$ cat config.mk
export PLATFORM = sky130hd
export DESIGN_NAME = lwd_top
export DESIGN_NICKNAME = d
export VERILOG_FILES = /design/src/rtl/lwd_pkg.sv /design/src/rtl/lwd_ctrl.sv /design/src/rtl/lwd_svc.sv /design/src/rtl/lwd_cnt.sv /design/src/rtl/lwd_top.sv
export SDC_FILE = /design/constraint.sdc
export NUM_CORES = 1
export LEC_CHECK = 0
export BUFFER_PORTS_ARGS = -buffer_cell sky130_fd_sc_hd__clkbuf_2
export CAP_MARGIN = 10
export CORE_UTILIZATION = 31
export CTS_CLUSTER_SIZE = 10
export DETAILED_ROUTE_END_ITERATION = 6
export GPL_TIMING_DRIVEN = 0
export PLACE_DENSITY = 0.6
export SETUP_SLACK_MARGIN = 0.5
export SKIP_CTS_REPAIR_TIMING = 1
export SLEW_MARGIN = 20
export SYNTH_ARGS = -nofsm -noshare
export SYNTH_HDL_FRONTEND = slang
export SYNTH_SLANG_ARGS = --single-unit
$ cat constraint.sdc
create_clock -name clk -period 4.1 [get_ports clk]
set_clock_uncertainty 0.05 [all_clocks]
set_input_delay 0 -clock clk [delete_from_list [all_inputs] [get_ports clk]]
set_output_delay 0 -clock clk [all_outputs]
set_load 0.03 [all_outputs]
$ cat src/rtl/lwd_pkg.sv
package lwd_pkg;
   localparam logic [2:0] IDX_CTRL = 3'd0;
   localparam logic [2:0] IDX_SVC  = 3'd1;
   localparam logic [2:0] IDX_STAT = 3'd2;
   localparam logic [2:0] IDX_INTC = 3'd3;
   localparam logic [2:0] IDX_MISC = 3'd4;

   localparam logic [15:0] KEY_FIRST  = 16'h5555;
   localparam logic [15:0] KEY_SECOND = 16'hAAAA;

   localparam int B_SUSP = 0;
   localparam int B_DBG  = 1;
   localparam int B_EN   = 2;
   localparam int B_TOE  = 3;
   localparam int B_SWR  = 4;
   localparam int B_ASRT = 5;
   localparam int B_WAIT = 7;

   localparam int B_IEN  = 15;
   localparam int B_ISTS = 14;

   typedef enum logic [1:0] {
      CAUSE_NONE = 2'b00,
      CAUSE_SW   = 2'b01,
      CAUSE_TMO  = 2'b10
   } cause_t;
endpackage

$ cat src/rtl/lwd_ctrl.sv
module lwd_ctrl #(
   parameter int TMO_W = 8
) (
   input  logic             clk,
   input  logic             rst_n,
   input  logic             wr,
   input  logic [15:0]      wdata,
   output logic [TMO_W-1:0] wt,
   output logic             en,
   output logic             toe,
   output logic             sw_req,
   output logic             misc_lock,
   output logic [2:0]       misc_bits,
   output logic [15:0]      rd
);
   import lwd_pkg::*;

   logic asrt_q;
   logic unused_bits;
   assign unused_bits = ^{wdata[6], wdata[15:8]};

   always_ff @(posedge clk or negedge rst_n) begin
      if (!rst_n) begin
         wt        <= '0;
         en        <= 1'b0;
         toe       <= 1'b0;
         asrt_q    <= 1'b0;
         misc_lock <= 1'b0;
         misc_bits <= '0;
      end else if (wr) begin
         wt     <= wdata[8 +: TMO_W];
         asrt_q <= wdata[B_ASRT];
         en     <= en  | wdata[B_EN];
         toe    <= toe | wdata[B_TOE];
         if (!misc_lock) begin
            misc_bits <= {wdata[B_WAIT], wdata[B_DBG], wdata[B_SUSP]};
            misc_lock <= 1'b1;
         end
      end
   end

   assign sw_req = wr & wdata[B_SWR];

   always_comb begin
      rd          = '0;
      rd[8 +: TMO_W] = wt;
      rd[B_WAIT]  = misc_bits[2];
      rd[B_ASRT]  = asrt_q;
      rd[B_TOE]   = toe;
      rd[B_EN]    = en;
      rd[B_DBG]   = misc_bits[1];
      rd[B_SUSP]  = misc_bits[0];
   end
endmodule

$ cat src/rtl/lwd_svc.sv
module lwd_svc (
   input  logic        clk,
   input  logic        rst_n,
   input  logic        wr,
   input  logic [15:0] wdata,
   output logic        done
);
   import lwd_pkg::*;

   logic armed;

   assign done = wr && armed && (wdata == KEY_SECOND);

   always_ff @(posedge clk or negedge rst_n) begin
      if (!rst_n)  armed <= 1'b0;
      else if (wr) armed <= (wdata == KEY_FIRST);
   end
endmodule

$ cat src/rtl/lwd_cnt.sv
module lwd_cnt #(
   parameter int TMO_W = 8,
   parameter int PRE_W = 8,
   localparam int CNT_W = TMO_W + 1
) (
   input  logic             clk,
   input  logic             rst_n,
   input  logic             en,
   input  logic             tick,
   input  logic             reload,
   input  logic [TMO_W-1:0] wt,
   input  logic [PRE_W-1:0] pre,
   input  logic             wie,
   input  logic             sts_clr,
   output logic             expire,
   output logic             sts,
   output logic [CNT_W-1:0] cnt
);
   logic             en_d;
   logic             start;
   logic             pre_hit;
   logic [CNT_W-1:0] full;
   logic [CNT_W-1:0] nxt;

   assign full    = CNT_W'(wt) + CNT_W'(1);
   assign nxt     = cnt - CNT_W'(1);
   assign start   = en && !en_d;
   assign expire  = en && !start && !reload && tick && (cnt == CNT_W'(1));
   assign pre_hit = en && !start && !reload && tick && !expire && wie
                    && (nxt == CNT_W'(pre));

   always_ff @(posedge clk or negedge rst_n) begin
      if (!rst_n) begin
         en_d <= 1'b0;
         cnt  <= '0;
      end else begin
         en_d <= en;
         if (start || (en && reload) || expire) cnt <= full;
         else if (en && tick)                   cnt <= nxt;
      end
   end

   always_ff @(posedge clk or negedge rst_n) begin
      if (!rst_n)       sts <= 1'b0;
      else if (pre_hit) sts <= 1'b1;
      else if (sts_clr) sts <= 1'b0;
   end
endmodule

$ cat src/rtl/lwd_top.sv
module lwd_top #(
   parameter int TMO_W = 8,
   parameter int PRE_W = 8,
   parameter logic [7:0] PRE_RST = 8'h04
) (
   input  logic        clk,
   input  logic        rst_n,
   input  logic        tick,
   input  logic        bus_wr,
   input  logic [3:0]  bus_addr,
   input  logic [15:0] bus_wdata,
   output logic [15:0] bus_rdata,
   output logic        irq,
   output logic        rst_req
);
   import lwd_pkg::*;
   localparam int CNT_W = TMO_W + 1;

   if (TMO_W < 1 || TMO_W > 8) begin : g_bad_tmo
      $error("TMO_W must lie in 1..8");
   end
   if (PRE_W < 1 || PRE_W > TMO_W) begin : g_bad_pre
      $error("PRE_W must lie in 1..TMO_W");
   end

   logic             in_range;
   logic [2:0]       idx;
   logic             wr_ctrl, wr_svc, wr_intc, wr_misc;
   logic [TMO_W-1:0] wt;
   logic             en, toe, sw_req, misc_lock;
   logic [2:0]       misc_bits;
   logic [15:0]      ctrl_rd;
   logic             svc_done, expire, sts;
   logic [CNT_W-1:0] cnt;
   logic             wie, wicr_lock, pde;
   logic [PRE_W-1:0] pre;
   cause_t           cause;
   logic [15:0]      intc_rd;

   assign idx      = bus_addr[3:1];
   assign in_range = (idx <= IDX_MISC);
   assign wr_ctrl  = bus_wr && in_range && (idx == IDX_CTRL);
   assign wr_svc   = bus_wr && in_range && (idx == IDX_SVC);
   assign wr_intc  = bus_wr && in_range && (idx == IDX_INTC);
   assign wr_misc  = bus_wr && in_range && (idx == IDX_MISC);

   lwd_ctrl #(.TMO_W(TMO_W)) u_ctrl (
      .clk(clk), .rst_n(rst_n), .wr(wr_ctrl), .wdata(bus_wdata),
      .wt(wt), .en(en), .toe(toe), .sw_req(sw_req),
      .misc_lock(misc_lock), .misc_bits(misc_bits), .rd(ctrl_rd));

   lwd_svc u_svc (
      .clk(clk), .rst_n(rst_n), .wr(wr_svc), .wdata(bus_wdata),
      .done(svc_done));

   lwd_cnt #(.TMO_W(TMO_W), .PRE_W(PRE_W)) u_cnt (
      .clk(clk), .rst_n(rst_n), .en(en), .tick(tick), .reload(svc_done),
      .wt(wt), .pre(pre), .wie(wie), .sts_clr(wr_intc && bus_wdata[B_ISTS]),
      .expire(expire), .sts(sts), .cnt(cnt));

   always_ff @(posedge clk or negedge rst_n) begin
      if (!rst_n) begin
         wie       <= 1'b0;
         pre       <= PRE_W'(PRE_RST);
         wicr_lock <= 1'b0;
         pde       <= 1'b1;
      end else begin
         if (wr_intc && !wicr_lock) begin
            wie       <= bus_wdata[B_IEN];
            pre       <= bus_wdata[PRE_W-1:0];
            wicr_lock <= 1'b1;
         end
         if (wr_misc) pde <= bus_wdata[0];
      end
   end

   always_ff @(posedge clk or negedge rst_n) begin
      if (!rst_n) begin
         rst_req <= 1'b0;
         cause   <= CAUSE_NONE;
      end else begin
         rst_req <= (expire && toe) || sw_req;
         if (expire && toe) cause <= CAUSE_TMO;
         else if (sw_req)   cause <= CAUSE_SW;
      end
   end

   assign irq = sts && wie;

   always_comb begin
      intc_rd               = '0;
      intc_rd[B_IEN]        = wie;
      intc_rd[B_ISTS]       = sts;
      intc_rd[PRE_W-1:0]    = pre;
   end

   always_comb begin
      bus_rdata = '0;
      if (in_range) begin
         case (idx)
            IDX_CTRL: bus_rdata = ctrl_rd;
            IDX_STAT: bus_rdata = {14'b0, cause};
            IDX_INTC: bus_rdata = intc_rd;
            IDX_MISC: bus_rdata = {15'b0, pde};
            default:  bus_rdata = '0;
         endcase
      end
   end
endmodule

=== Word level (Yosys, flattened, before mapping) ===
Index checks and enable logic that the tools add are counted.

* Reductions and logical operators: 34
* Bitwise operators: 4
* Mux-type cells: 8
* Equality and inequality tests: 8
* Add/sub/neg operators: 2
* Magnitude comparators: 1

{| class="wikitable"
|+ Operators with widths
! kind !! number
|-
| case mux 16 bit (4 select lines) || 1
|-
| logical AND 1 bit || 21
|-
| 2-to-1 mux 9 bit || 2
|-
| == test 16 x 15 -> 1 bit, second input constant || 1
|-
| == test 16 bit, second input constant || 1
|-
| 2-to-1 mux 16 bit || 1
|-
| adder 8 x 1 -> 9 bit, second input constant || 1
|-
| == test 9 x 1 -> 1 bit, second input constant || 1
|-
| == test 9 x 8 -> 1 bit || 1
|-
| subtractor 9 x 1 -> 9 bit, second input constant || 1
|-
| == test 3 x 2 -> 1 bit, second input constant || 2
|-
| nonzero test 2 bit || 3
|-
| zero test 1 bit || 5
|-
| 2-to-1 mux 2 bit || 2
|-
| == test 3 x 1 -> 1 bit, second input constant || 1
|-
| == test 3 bit, second input constant || 1
|-
| less-or-equal comparator 3 bit, second input constant || 1
|-
| zero test 3 bit || 1
|-
| logical OR 1 bit || 3
|-
| 2-to-1 mux 1 bit || 2
|-
| OR 1 bit || 2
|-
| AND reduction 2 bit || 1
|-
| AND 1 bit || 1
|-
| inverter 1 bit || 1
|}

* Word-level logic and storage cells: 73
* Bits of input ports: 24
* Bits in registers: 41
* Output and inout port bits: 18

=== Longest topological paths before layout ===
Gate-level depths: netlist of the first run.

* Depth after elaboration: 14
* Gate-level depth with buffers: 8
* Mapped depth without buffers: 8

=== Modules after synthesis ===
Synthesis of the first run repeated with hierarchy kept, for this count alone.

* Cell total of the unflattened synthesis: 258
* Area total of the unflattened synthesis: 2707.6 um2

{| class="wikitable"
|+ By module, submodules not included
! module !! instances !! cells each !! area each (um2) !! seq. area each (um2)
|-
| lwd_cnt || 1 || 119 || 1053.5 || 275.3
|-
| lwd_top || 1 || 74 || 790.8 || 352.8
|-
| lwd_ctrl || 1 || 50 || 716.9 || 375.4
|-
| lwd_svc || 1 || 15 || 146.4 || 25.0
|}

=== Worst setup path before layout of the first run ===
Ideal clock, no wire load.

* Path kind: register -> register
* From: register u_cnt.cnt[2]
* To: register u_cnt.cnt[0]
* Clock period less this slack: 2232 ps
* Library setup time: 124 ps
* Required time: 3926 ps
* Buffers on the path: 1
* Data arrival time: 2058 ps
* Path slack: 1868 ps
* Cell stages (with the launch flop): 8
* Path through: dfrtp_1 -> buf_6 -> or3_4 -> or4_4 -> nor2_8 -> a31oi_4 -> and3_1 -> a211o_1

* Word-level cells in the longest chain between the ends: 4
* Elaborated cells on any way between the ends: 5
* Those cells by class: 1 x eq/ne; 1 x mux; 3 x reduce/logical

{| class="wikitable"
|+ Ends and longest elaborated chain
! what !! line !! source
|-
| start, declared || lwd_cnt.sv:17 || <nowiki>output logic [CNT_W-1:0] cnt</nowiki>
|-
| start signal, assigned || lwd_cnt.sv:38 || <nowiki>if (start || (en && reload) || expire) cnt <= full;</nowiki>
|-
| start signal, assigned || lwd_cnt.sv:39 || <nowiki>else if (en && tick) cnt <= nxt;</nowiki>
|-
| == test 9 x 1 -> 1 bit (*) || lwd_cnt.sv:28 || <nowiki>assign expire = en && !start && !reload && tick && (cnt == CNT_W'(1));</nowiki>
|-
| logical AND 1 bit (*) || lwd_cnt.sv:28 ||
|-
| logical OR 1 bit (*) || lwd_cnt.sv:38 ||
|-
| 2-to-1 mux 9 bit / nonzero test 2 bit (equally long branches) || -- ||
|}

Mark *: on every way between the ends. The rest lies on a longest branch, timed or not.
A chain may end at the register's enable or synchronous reset.

=== Worst setup path after layout of the first run ===
* From: register u_cnt.cnt[0]
* To: register u_cnt.sts

* Word-level cells in the longest chain between the ends: 7
* Elaborated cells on any way between the ends: 10
* Those cells by class: 1 x add/sub; 2 x eq/ne; 1 x mux; 6 x reduce/logical

{| class="wikitable"
|+ Ends and longest elaborated chain
! what !! line !! source
|-
| branches (longest 5 deep; another with subtractor 9 x 1 -> 9 bit) || -- ||
|-
| logical AND 1 bit (*) || lwd_cnt.sv:30 || <nowiki>&& (nxt == CNT_W'(pre));</nowiki>
|-
| 2-to-1 mux 1 bit / nonzero test 2 bit (equally long branches) || -- ||
|-
| end signal, assigned || lwd_cnt.sv:44 || <nowiki>if (!rst_n) sts <= 1'b0;</nowiki>
|-
| end signal, assigned || lwd_cnt.sv:45 || <nowiki>else if (pre_hit) sts <= 1'b1;</nowiki>
|-
| end signal, assigned || lwd_cnt.sv:46 || <nowiki>else if (sts_clr) sts <= 1'b0;</nowiki>
|-
| end, declared || lwd_cnt.sv:16 || <nowiki>output logic sts,</nowiki>
|}

Mark *: on every way between the ends.

==> results.json, run 1 <==
{
  "post-place-ws_ns": 1.629,
  "drive_gt1_frac": 0.3151,
  "cts_sinks": 41,
  "fp.dieArea_um2": 8242,
  "grt_usage": 0.1584,
  "ys_ff_latch": 41,
  "fin_ws_ns": 1.594,
  "hold_slack_ns": -0.03611,
  "end_kind": "flop",
  "syn_avg_cell_area_um2": 10.72,
  "p_leak_nw": 1.337,
  "nNetsFinal": 318,
  "ir_drop_v": 0.0002267,
  "synth_top_cell_area_share": 0.3994,
  "port_buffers": 40,
  "die_y_um": 90.79,
  "ant_nets": 0,
  "slew_violations": 0,
  "wl_um": 6221,
  "wl_per_cell_um": 15.79,
  "cpMostUsedCell": "inv_1",
  "die_w_um": 90.79,
  "critical_path.top_delay_family": "simple AND/OR/NAND/NOR gates",
  "cp-start-kind": "flop",
  "ys_top_cells_by_area": "dfrtp_1 (40%), mux2_2 (9.7%), mux2i_1 (4.1%)",
  "placed_area_um2": 2771,
  "fin_crit_ns": 2.506,
  "cts_tree": "built",
  "cap_violations": 0,
  "drc": 0,
  "relSlewSlack": 0.3796,
  "powerDensity_nw_per_um2": 483.9,
  "violations": "hold timing",
  "max_stage_delay_ns": 0.48,
  "core_area_um2": 7687,
  "post-synth-top-area-cell": "dfrtp_1",
  "synthToLayoutAreaGrowth_pct": 23.50,
  "hpwl_um": 4657,
  "status": "finished, violations left",
  "final_cell_area_um2": 3018,
  "hold_path.class": "input port to flop",
  "vias_per_cell": 5.010,
  "r2r_setup_slack_ns": 1.59,
  "path_max_fanout": 8,
  "criticalPathCategory": "flop to flop",
  "path_clk_slew_ns": 0.09,
  "grt_overflow": 0,
  "vias": 1974,
  "synth_area_um2": 2444,
  "utilization": 0.3926,
  "synthMuxAreaShare": 0.1377,
  "layout_common_cells": "dfrtp_1 (39), clkbuf_2 (39), mux2_2 (21)",
  "dr.first_iter.drc_count": 109,
  "pin_count": 42,
  "synthDistinctLibCells": 48,
  "setup-tns-final_ns": 0,
  "synth-simple-area-share": 0.1951,
  "fmaxAchievable_mhz": 399.1,
  "synthesis.nets": 255,
  "worstSkewPairLatency_ns": 0.30,
  "cts-root-buf": "clkbuf_8",
  "seqCellArea_um2": 1028,
  "rows": 32,
  "async_reset_ff_frac": 1.000,
  "tightestPinTransition_ns": 0.9307,
  "synth_top_flop_cell": "dfrtp_1",
  "cts_buffers": 5,
  "cp_slowest_cell": "dfrtp_1",
  "synth-adder-area-share": 0.01536,
  "drt_pass1_iterations": 4,
  "synth_compound_area_frac": 0.1326,
  "rsz0062_at_grt": "no",
  "htreeDepth": 2,
  "fillCellCount": 788,
  "synth_xor_area_frac": 0.06452,
  "synth_cells": 228,
  "multi_input_area_um2": 1333,
  "grt_pass1_vias": 1992,
  "grt_antenna_before_repair": 0,
  "gp_congestion": 0.8545,
  "clockBufferDepth": 2,
  "finalCritPeriodShare": 0.6112,
  "num_antenna_cells": 0,
  "start_util": 0.3179,
  "path_buf_inv": 3,
  "grt_max_degree": 42,
  "grt_pass1_wl_um": 10350,
  "hold_viol_final": 2,
  "critPathArrivalTime_ns": 2.69,
  "setup_violations": 0,
  "worstPathCellList": "inv_1, ha_1, inv_1, or3_2, clkbuf_1, a311oi_1, and4_1, a32o_1",
  "synth_top_family_by_area": "simple AND/OR/NAND/NOR gates",
  "yosysSeqAreaShare": 0.4209,
  "ys_warn_count": 0,
  "worstPathRequired_ns": 4.29,
  "synth_edf_count": 0
}
-- path summary, 6_finish.rpt --
path | cells after the start | from | endpoint
max | 8 | u_cnt.cnt[0] | u_cnt.sts
min | 3 | bus_wdata[6] | pre[6]
max reg2reg | 8 | u_cnt.cnt[0] | u_cnt.sts
min reg2reg | 1 | wicr_lock | wicr_lock
max in group asynchronous | 2 | rst_n | pre[3]
min in group asynchronous | 2 | rst_n | u_cnt.cnt[2]
-- Yosys cell counts (all sizes together) (8+ instances only) --
cell type  instances
a21oi              9
dfrtp             39
nand2             16
inv                9
xor2               8
nor2              11
mux2              21
mux2i             10
and2              10
xnor2             10
-- per-stage QoR --
stage / power [mW] / hold WS (ns) / instances
detailed placement: 1.190 / 0.1862 / 370
floorplan: 1.032 / -0.3456 / 228
global placement: 1.177 / 0.1917 / 370
CTS: 1.455 / -0.1424 / 378
global route: 1.555 / 0.001160 / 394
finish: 1.460 / -0.03611 / 394
-- tightest hold or removal path, stage by stage --
cell and delay [ns]:
clkbuf_2 0.10, nand2_1 0.09, o21ai_0 0.08
-- registers in the layout, indices dropped and copies added (netlist names), 2 cells and up --
signal,flops
pre,8
cause,2
u_cnt.cnt,9
u_ctrl.misc_bits,3
u_ctrl.wt,8
-- cell families (layout without fill, tap and decap cells) --
family          Yosys count  count (layout)
compound gates           40              40
xor+xnor                 18              18
fa+ha+maj                 3               3
buf+inv                  17              81
flops                    41              41
mux                      31              31
simple gates             78              78
-- layer usage --
metal / track usage / share of wire / vias to the layer above
li1: - / - / 946
met1: 0.2167 / 0.48 / 977
met2: 0.2525 / 0.47 / 43
met3: 0.03030 / 0.032 / 8
met4: 0.04894 / 0.017 / 0
met5: 0 / 0 / -
-- area by class of cell --
type                       instances  share of cell area
inverter                           9             0.01119
multi-input combinational        170              0.4415
buffer                             8             0.01617
timing repair buffer              56              0.1194
tap                              102             0.04229
clock inverter                     3            0.005804
clock buffer                       5             0.02280
sequential                        41              0.3408
-- power by group --
part	total, mW	internal (mW)	switching [mW]
Sequential	0.641	0.512	0.129
Clock	0.266	0.118	0.148
Combinational	0.553	0.273	0.280
Power figures use the tool's default switching activity.
==> run 2: changes to the inputs <==
--- a/config.mk
+++ b/config.mk
@@ -11,7 +11,7 @@
 export CTS_CLUSTER_SIZE = 10
 export DETAILED_ROUTE_END_ITERATION = 6
 export GPL_TIMING_DRIVEN = 0
-export PLACE_DENSITY = 0.6
+export PLACE_DENSITY = 0.62
 export SETUP_SLACK_MARGIN = 0.5
 export SKIP_CTS_REPAIR_TIMING = 1
 export SLEW_MARGIN = 20
==> constraint.sdc (replaced) <==
create_clock -name clk -period 2.3 [get_ports clk]
set_clock_uncertainty 0.05 [all_clocks]
set_input_delay 0 -clock clk [delete_from_list [all_inputs] [get_ports clk]]
set_output_delay 0 -clock clk [all_outputs]
set_load 0.03 [all_outputs]
==> results.json, run 2 (synthesis gave the netlist of run 1 again) <==
{
  "drc": 0,
  "violations": "hold timing, setup timing",
  "fillCellCount": 771,
  "hold_viol_final": 1,
  "min_to": "u_svc.armed",
  "dr_wl_met3_um": 206,
  "finalCritPeriodShare": 1.007,
  "grt_pass1_wl_um": 10160,
  "post-place-ws_ns": -0.1369,
  "grt_overflow": 0,
  "status": "finished, violations left",
  "setup_violations": 5,
  "die_w_um": 90.79,
  "setup-tns-final_ns": -0.03968,
  "worstSkewPairLatency_ns": 0.29,
  "hold_path.class": "input port to flop",
  "dr.first_iter.drc_count": 100,
  "min-delay-start": "bus_wdata[5]",
  "reg.largest.list": "u_cnt.cnt (9), pre (8), u_ctrl.wt (8)",
  "end_kind": "flop",
  "rsz0062_at_grt": "yes",
  "critPathArrivalTime_ns": 2.44,
  "port_buffers": 40,
  "slew_violations": 0,
  "wl_per_cell_um": 16.39,
  "fmaxAchievable_mhz": 431.6,
  "layout_common_cells": "clkbuf_2 (40), dfrtp_1 (37), mux2_2 (21)",
  "fin_crit_ns": 2.317,
  "vias": 2065,
  "pin_count": 42,
  "ir_drop_v": 0.0004193,
  "utilization": 0.4181,
  "powerDensity_nw_per_um2": 906.2,
  "grt_usage": 0.1563,
  "wl_met2_um": 3326,
  "top_layer": "met4",
  "fp.dieArea_um2": 8242,
  "worstHoldPathCells": 4,
  "worstPathRequired_ns": 2.42,
  "regToRegEndpoint": "u_cnt.cnt[6]",
  "num_antenna_cells": 0,
  "start_util": 0.3179,
  "nNetsFinal": 331,
  "grt_max_degree": 42,
  "path_clk_slew_ns": 0.08,
  "tightestPinTransition_ns": 0.9480,
  "regMostFlops": "u_cnt.cnt",
  "cts_tree": "built",
  "cap_violations": 0,
  "die_y_um": 90.79,
  "synthToLayoutAreaGrowth_pct": 31.54,
  "htreeDepth": 2,
  "r2r_setup_slack_ns": -0.02,
  "p_leak_nw": 1.420,
  "fin_ws_ns": -0.01707,
  "cts_buffers": 5,
  "final_cell_area_um2": 3214,
  "gp_congestion": 0.8434,
  "path_max_fanout": 8,
  "worstReg2RegStart": "u_cnt.cnt[2]",
  "cp-start-kind": "flop",
  "final_cells": 407,
  "relSlewSlack": 0.3680,
  "hold_slack_ns": -0.008912,
  "total_power_mw": 2.913,
  "hpwl_um": 4687,
  "placed_area_um2": 2785,
  "met1Wirelength_um": 3008,
  "rows": 32,
  "ant_nets": 0,
  "largest_reg_flops": 9,
  "grt_pass1_vias": 2009,
  "wl_um": 6671,
  "clockBufferDepth": 2,
  "r2r_cells": 7,
  "cts_sinks": 41,
  "cts-root-buf": "clkbuf_8",
  "drt_pass1_iterations": 4,
  "criticalPathCategory": "flop to flop",
  "grt_antenna_before_repair": 0,
  "vias_per_cell": 5.074,
  "core_area_um2": 7687,
  "drive_gt1_frac": 0.3607,
  "final_common_cell": "clkbuf_2",
  "place_inst": 370
}
## run 2: changes by cell type in the layout (fill, tap and decap cells not counted), moves of 2 or more
cell,delta
dlygate4sd3_1,+4
dfrtp_1,-2
clkinv_2,-2
dfrtp_2,+2
buf_4,+8
clkbuf_8,+2
## run 2: layout make-up
type | instances | area [µm²] | share of cell area
Multi-Input combinational cell | 171 | 1381 | 0.4297
Sequential cell | 41 | 1031 | 0.3207
Timing Repair Buffer | 68 | 460.4 | 0.1432
Tap cell | 102 | 127.6 | 0.03970
Clock buffer | 7 | 86.33 | 0.02686
Buffer | 8 | 63.81 | 0.01985
Inverter | 9 | 33.78 | 0.01051
Clock inverter | 1 | 30.03 | 0.009342
## run 2: report_power, final
group	leakage (nW)	internal, mW	switching [mW]
sequential	0.484	0.916	0.223
clock	0.0585	0.354	0.255
combinational	0.877	0.587	0.578
## run 2: worst max-delay path by stage
stage                              end  cells past startpoint          from  slack [ns]
after floorplan           u_cnt.cnt[0]                      7  u_cnt.cnt[2]        0.08
after global placement       u_cnt.sts                      8  u_cnt.cnt[0]       -0.10
after detailed placement     u_cnt.sts                      8  u_cnt.cnt[0]       -0.14
after CTS                    u_cnt.sts                      8  u_cnt.cnt[0]       -0.17
after global routing      u_cnt.cnt[5]                      8  u_cnt.cnt[2]       -0.09
final                     u_cnt.cnt[6]                      7  u_cnt.cnt[2]       -0.02
## run 2: critical path: stages, from the launching register on
cell     delay [ns]
dfrtp_1        0.38
buf_6          0.13
or3_4          0.40
or4_4          0.47
nor2_8         0.16
a31oi_4        0.15
o21a_1         0.15
o32ai_1        0.30
## run 2: routing by layer
layer | vias up | GRT usage
li1 | 983 | -
met1 | 1022 | 0.2095
met2 | 48 | 0.2576
met3 | 12 | 0.02273
met4 | 0 | 0.05291
met5 | - | 0
